<file path="config.mk">
export PLATFORM = sky130hd
export DESIGN_NAME = lane_sec_codec
export DESIGN_NICKNAME = d
export VERILOG_FILES = /design/src/rtl/lane_sec_codec.sv
export SDC_FILE = /design/constraint.sdc
export NUM_CORES = 1
export LEC_CHECK = 0
export BUFFER_PORTS_ARGS = -buffer_cell sky130_fd_sc_hd__buf_2
export CORE_MARGIN = 5
export CORE_UTILIZATION = 49
export DETAILED_ROUTE_END_ITERATION = 7
export GPL_TIMING_DRIVEN = 0
export MAX_ROUTING_LAYER = met4
export PLACE_DENSITY = 0.8
export SKIP_LAST_GASP = 1
export SYNTH_ARGS = -nofsm -noshare
export SYNTH_HDL_FRONTEND = slang
export SYNTH_SLANG_ARGS = --single-unit
export TNS_END_PERCENT = 30
</file>
<file path="constraint.sdc">
create_clock -name clk -period 0.8 [get_ports clk]
set_input_delay 0.16 -clock clk [delete_from_list [all_inputs] [get_ports clk]]
set_output_delay 0.16 -clock clk [all_outputs]
set_load 0.1 [all_outputs]
</file>
<file path="src/rtl/lane_sec_codec.sv">
module lane_sec_codec #(
  parameter int LANES   = 4,
  parameter int LANE_W  = 9,
  parameter int OUT_REG = 1
) (
  input  logic                         clk,
  input  logic                         rst_n,
  input  logic [LANES*LANE_W-1:0]      wr_beat0,
  input  logic [LANES*LANE_W-1:0]      wr_beat1,
  output logic [LANES*(2*LANE_W+5)-1:0] wr_code,
  input  logic [LANES*(2*LANE_W+5)-1:0] rd_code,
  output logic [LANES*LANE_W-1:0]      rd_beat0,
  output logic [LANES*LANE_W-1:0]      rd_beat1,
  output logic [LANES-1:0]             rd_fixed,
  output logic [LANES-1:0]             rd_badsyn
);
  localparam int DW  = 2*LANE_W;
  localparam int PW  = 5;
  localparam int CW  = DW + PW;
  localparam int BW  = LANES*LANE_W;
  localparam int TW  = LANES*CW;

  function automatic logic [PW-1:0] synd(input logic [CW-1:0] c);
    logic [PW-1:0] s;
    s = '0;
    for (int p = 1; p <= CW; p++)
      if (c[p-1]) s = s ^ PW'(p);
    return s;
  endfunction

  function automatic logic [CW-1:0] place(input logic [DW-1:0] d);
    logic [CW-1:0] c;
    int j;
    c = '0;
    j = 0;
    for (int p = 1; p <= CW; p++)
      if ((p & (p-1)) != 0) begin
        c[p-1] = d[j];
        j++;
      end
    return c;
  endfunction

  function automatic logic [DW-1:0] pick(input logic [CW-1:0] c);
    logic [DW-1:0] d;
    int j;
    d = '0;
    j = 0;
    for (int p = 1; p <= CW; p++)
      if ((p & (p-1)) != 0) begin
        d[j] = c[p-1];
        j++;
      end
    return d;
  endfunction

  function automatic logic [CW-1:0] encode(input logic [DW-1:0] d);
    logic [CW-1:0] w;
    logic [PW-1:0] s;
    w = place(d);
    s = synd(w);
    for (int k = 0; k < PW; k++) w[(1<<k)-1] = s[k];
    return w;
  endfunction

  logic [TW-1:0]    enc_all;
  logic [BW-1:0]    dec_b0, dec_b1;
  logic [LANES-1:0] fix_all, bad_all;

  for (genvar l = 0; l < LANES; l++) begin : g_lane
    logic [DW-1:0] wd, dat, raw;
    logic [CW-1:0] rx, fixw, enc_c;
    logic [PW-1:0] s;
    logic          hit, bad;

    assign wd    = {wr_beat1[l*LANE_W +: LANE_W], wr_beat0[l*LANE_W +: LANE_W]};
    assign enc_c = encode(wd);
    assign rx    = rd_code[l*CW +: CW];
    assign s     = synd(rx);
    assign hit   = (s != '0) && (s <= PW'(CW));
    assign bad   = (s > PW'(CW));
    assign fixw  = hit ? (rx ^ ({{(CW-1){1'b0}}, 1'b1} << (s - 1'b1))) : rx;
    assign dat   = pick(fixw);
    assign raw   = pick(rx);

    assign enc_all[l*CW +: CW]       = enc_c;
    assign dec_b0[l*LANE_W +: LANE_W] = dat[LANE_W-1:0];
    assign dec_b1[l*LANE_W +: LANE_W] = dat[DW-1:LANE_W];
    assign fix_all[l] = hit;
    assign bad_all[l] = bad;

    assert_enc_clean_R2: assert property (@(posedge clk) disable iff (!rst_n)
      synd(enc_c) == '0);
    assert_clean_pass_R3: assert property (@(posedge clk) disable iff (!rst_n)
      (s == '0) |-> (!hit && !bad && dat == raw));
    assert_single_fix_R4: assert property (@(posedge clk) disable iff (!rst_n)
      hit |-> (synd(fixw) == '0 && $countones(fixw ^ rx) == 1));
    assert_badsyn_pass_R6: assert property (@(posedge clk) disable iff (!rst_n)
      bad |-> (!hit && dat == raw));
  end

  if (OUT_REG != 0) begin : g_reg
    always_ff @(posedge clk or negedge rst_n) begin
      if (!rst_n) begin
        wr_code   <= '0;
        rd_beat0  <= '0;
        rd_beat1  <= '0;
        rd_fixed  <= '0;
        rd_badsyn <= '0;
      end else begin
        wr_code   <= enc_all;
        rd_beat0  <= dec_b0;
        rd_beat1  <= dec_b1;
        rd_fixed  <= fix_all;
        rd_badsyn <= bad_all;
      end
    end

    assert_rst_zero_R8: assert property (@(posedge clk) disable iff (!rst_n)
      $rose(rst_n) |-> (rd_fixed == '0 && rd_badsyn == '0));
  end else begin : g_comb
    assign wr_code   = enc_all;
    assign rd_beat0  = dec_b0;
    assign rd_beat1  = dec_b1;
    assign rd_fixed  = fix_all;
    assign rd_badsyn = bad_all;
  end
endmodule

</file>
==> results.py <==
metrics = {
    "routing": {
        "first_iter_violations": 380,
        "vias_per_cell": 5.325,
        "vias": 7881,
        "wl_um": 36550,
        "dr.pass1.iters": 5,
        "drc": 0,
        "ant_nets": 0,
        "wl_per_cell_um": 24.69,
    },
    "floorplan": {
        "die_w_um": 142.5,
        "row_count": 48,
        "start_util": 0.4993,
        "core_area_sq_um": 17240,
        "dieArea_sq_um": 20320,
        "io_pins": 338,
        "die-height_um": 142.5,
    },
    "worst_setup_path": {
        "end_kind": "flip-flop",
        "setup.worst_path.start_class": "input pin",
        "crit_chain": "buf_6 -> xnor3_1 -> xnor3_2 -> xnor2_4 -> buf_6 -> nor3_4 -> nand3_2 -> xnor2_2",
        "critPathRequiredTime_ns": 1.11,
        "startpoint": "rd_code[42]",
        "crit_type": "in2reg",
        "critPathBufInv": 2,
        "slowest_delay_ns": 0.49,
        "cp_slowest_cell": "xnor3_1",
        "cp.arrival_ns": 2.07,
        "cp_top_family": "XOR/XNOR gates",
        "crit_path_max_fanout": 5,
        "crit_top_cell": "buf_6",
    },
    "timing": {
        "relSlewSlack": 0.3694,
        "hold_violations": 69,
        "whs_ns": -0.3116,
        "drv_slew": 0,
        "rsz0062_at_grt": "true",
        "finalCritPeriodShare": 2.193,
        "setup_ws_ns": -0.9547,
        "finalSetupViolations": 263,
        "tightest_slew_ns": 0.9391,
        "fmax_ghz": 0.5699,
        "finalCriticalPeriod_ns": 1.755,
    },
    "final_layout": {
        "final_area_sq_um": 15320,
        "drive_above_1_share": 0.5272,
        "nNetsFinal": 1403,
        "stdcell_count": 1480,
        "area_delta_synth_final_pct": 78.01,
        "final_core_util": 0.8889,
        "fillerInstances": 650,
    },
    "logic_synthesis": {
        "synth_area_leaders": "dfrtp_1 50%, xnor2_1 22%, xor2_1 7.2%",
        "synth_commonest_cells": "217 x xnor2_1, 172 x dfrtp_1, 71 x xor2_1",
        "synth_ff_type": "dfrtp_1",
        "synth_top_area_cell": "dfrtp_1",
        "synth.avg_cell_area_sq_um": 12.88,
        "synth_largest_type_area_fraction": 0.5001,
        "netlist-cell-type-count": 38,
        "synth-edff-count": 0,
        "yosysMostFrequentCell": "xnor2_1",
        "async_flop_share": 1.000,
        "ys_seq_area_frac": 0.5001,
        "yosys_register_bits": 172,
        "syn_area_sq_um": 8607,
        "syn_nets": 834,
        "syn_inst": 668,
        "synth-warning-count": 0,
    },
    "power": {
        "p_int_uw": 24380,
        "clockPowerShare": 0.165,
        "cellPowerDensity_nw_per_um2": 3322,
        "power.share.switching": 0.5210,
        "ir_worst_vdd_mv": 3.213,
        "power.switching_uw": 26520,
        "seqPwrFrac": 0.211,
        "p_leak_uw": 0.006813,
        "combPwrFrac": 0.624,
    },
    "clocking": {
        "clk_pin_slew_ns": 0.08,
        "cts_tree": "yes",
        "cts.htree.levels": 4,
        "cts-root-buf": "clkbuf_16",
        "clock_sinks": 172,
        "cts_buffers": 17,
        "clock_path_buffers": 2,
    },
    "global_routing": {
        "grt_pass1_wl_um": 46910,
        "antenna_found_initial": 4,
        "globalRouteTotalUtil": 0.3141,
        "grt_max_degree": 104,
        "grt_pass1_vias": 8211,
        "grt_remaining_overflow": 0,
    },
    "flow_run": {
        "cap_violations": 0,
    },
    "place": {
        "port_buffers": 337,
        "dp_slack_ns": -1.494,
        "dp.cells": 1231,
        "place.gp.congestion": 0.8504,
        "dp_hpwl_um": 18560,
        "placed_area_sq_um": 11070,
    },
    "status": {
        "violations": "negative hold slack, negative setup slack",
        "status": "complete, but fails checks",
    },
    "min_path": {
        "hold_class": "in2async",
    },
}
## per-stage QoR
| stage | power [uW] | TNS [ns] |
|---|---|---|
| CTS | 47160 | -151.72 |
| global route | 52220 | -168.80 |
| global placement | 33570 | -635.35 |
| detailed placement | 33810 | -147.15 |
| floorplan | 29560 | -114.84 |
| finish | 50890 | -160.99 |
## cells by family (layout without fill, tap and decap cells)
logic type	Yosys count	in the layout	share of synthesized area
flip-flops	172	172	0.5001
AND/OR/NAND/NOR	104	104	0.06018
AO/OA/AOI/OAI	54	54	0.03940
buffers and inverters	2	583	0.001017
XOR/XNOR	325	326	0.3858
other	0	5	0
multiplexers	11	11	0.01352
## per-layer routing
layer,GRT usage,share of wire,up-vias
met5,-,0,-
li1,-,-,3356
met2,0.5598,0.54,452
met1,0.3340,0.32,3903
met4,0.1401,0.066,0
met3,0.06687,0.072,170
## what timing repair did
action | CTS | global route
hold buffers | 134 | 2
setup endpoints to repair | 253 | 262
setup buffers | 47 | 29
endpoints found under the hold margin | 203 | 71
pin swaps | 103 | 97
resized for setup | 193 | 112
cloned | 0 | 1
## cells in the final DEF, fill, tap and decap left out, drive strengths merged, types with 2 or more instances in the layout
cell	synthesis	layout
diode	0	5
xor3	8	8
buf	1	413
a21oi	18	18
xnor2	227	228
nand2b	7	7
nor2b	2	2
dfrtp	172	172
mux2	2	2
nand3	23	23
and3	3	3
clkinvlp	0	2
mux2i	9	9
xnor3	18	18
nor2	28	28
o21ai	18	18
o211ai	10	10
inv	1	7
clkinv	0	6
or3	4	4
nor3	15	15
a211oi	6	6
nand2	20	20
clkbuf	0	19
dlygate4sd3	0	136
xor2	72	72
## registers in the layout, summed over array words and instances, names as in the netlist
| name | flops |
|---|---|
| rd_beat1 | 36 |
| rd_beat0 | 36 |
| rd_fixed | 4 |
| rd_badsyn | 4 |
| wr_code | 92 |
## cell type report
type                    count  area (sq um)  area share
well taps                 225         281.5     0.01837
inverters                   1         3.754   0.0002450
plain buffers               1         11.26   0.0007350
clock inverters            14         152.6    0.009963
repair buffers            549          4160      0.2715
multi-input cells         495          5956      0.3887
flip-flops and latches    172          4304      0.2809
clock buffers              18         439.2     0.02866
diodes                      5         12.51   0.0008167
## power groups by stage
| stage | registers, uW | logic [uW] | clock network (uW) |
|---|---|---|---|
| floorplan | 21900 | 7630 | 0 |
| global placement | 10700 | 22800 | 0 |
| detailed placement | 10700 | 23100 | 0 |
| CTS | 10600 | 28200 | 8350 |
| global route | 10900 | 32500 | 8830 |
| finish | 10800 | 31700 | 8400 |
## worst max path at each step
stage	end	slack, ns	depth (start not counted)
finish	rd_beat1[15]$_DFF_PN0_	-0.95	8
detailed placement	rd_beat0[32]$_DFF_PN0_	-1.49	7
floorplan	rd_beat1[28]$_DFF_PN0_	-1.08	6
CTS	rd_beat1[28]$_DFF_PN0_	-0.86	8
global route	rd_beat0[14]$_DFF_PN0_	-1.02	8
global placement	rd_beat1[34]$_DFF_PN0_	-3.02	1
No activity file was read; power rests on OpenSTA's default activity.
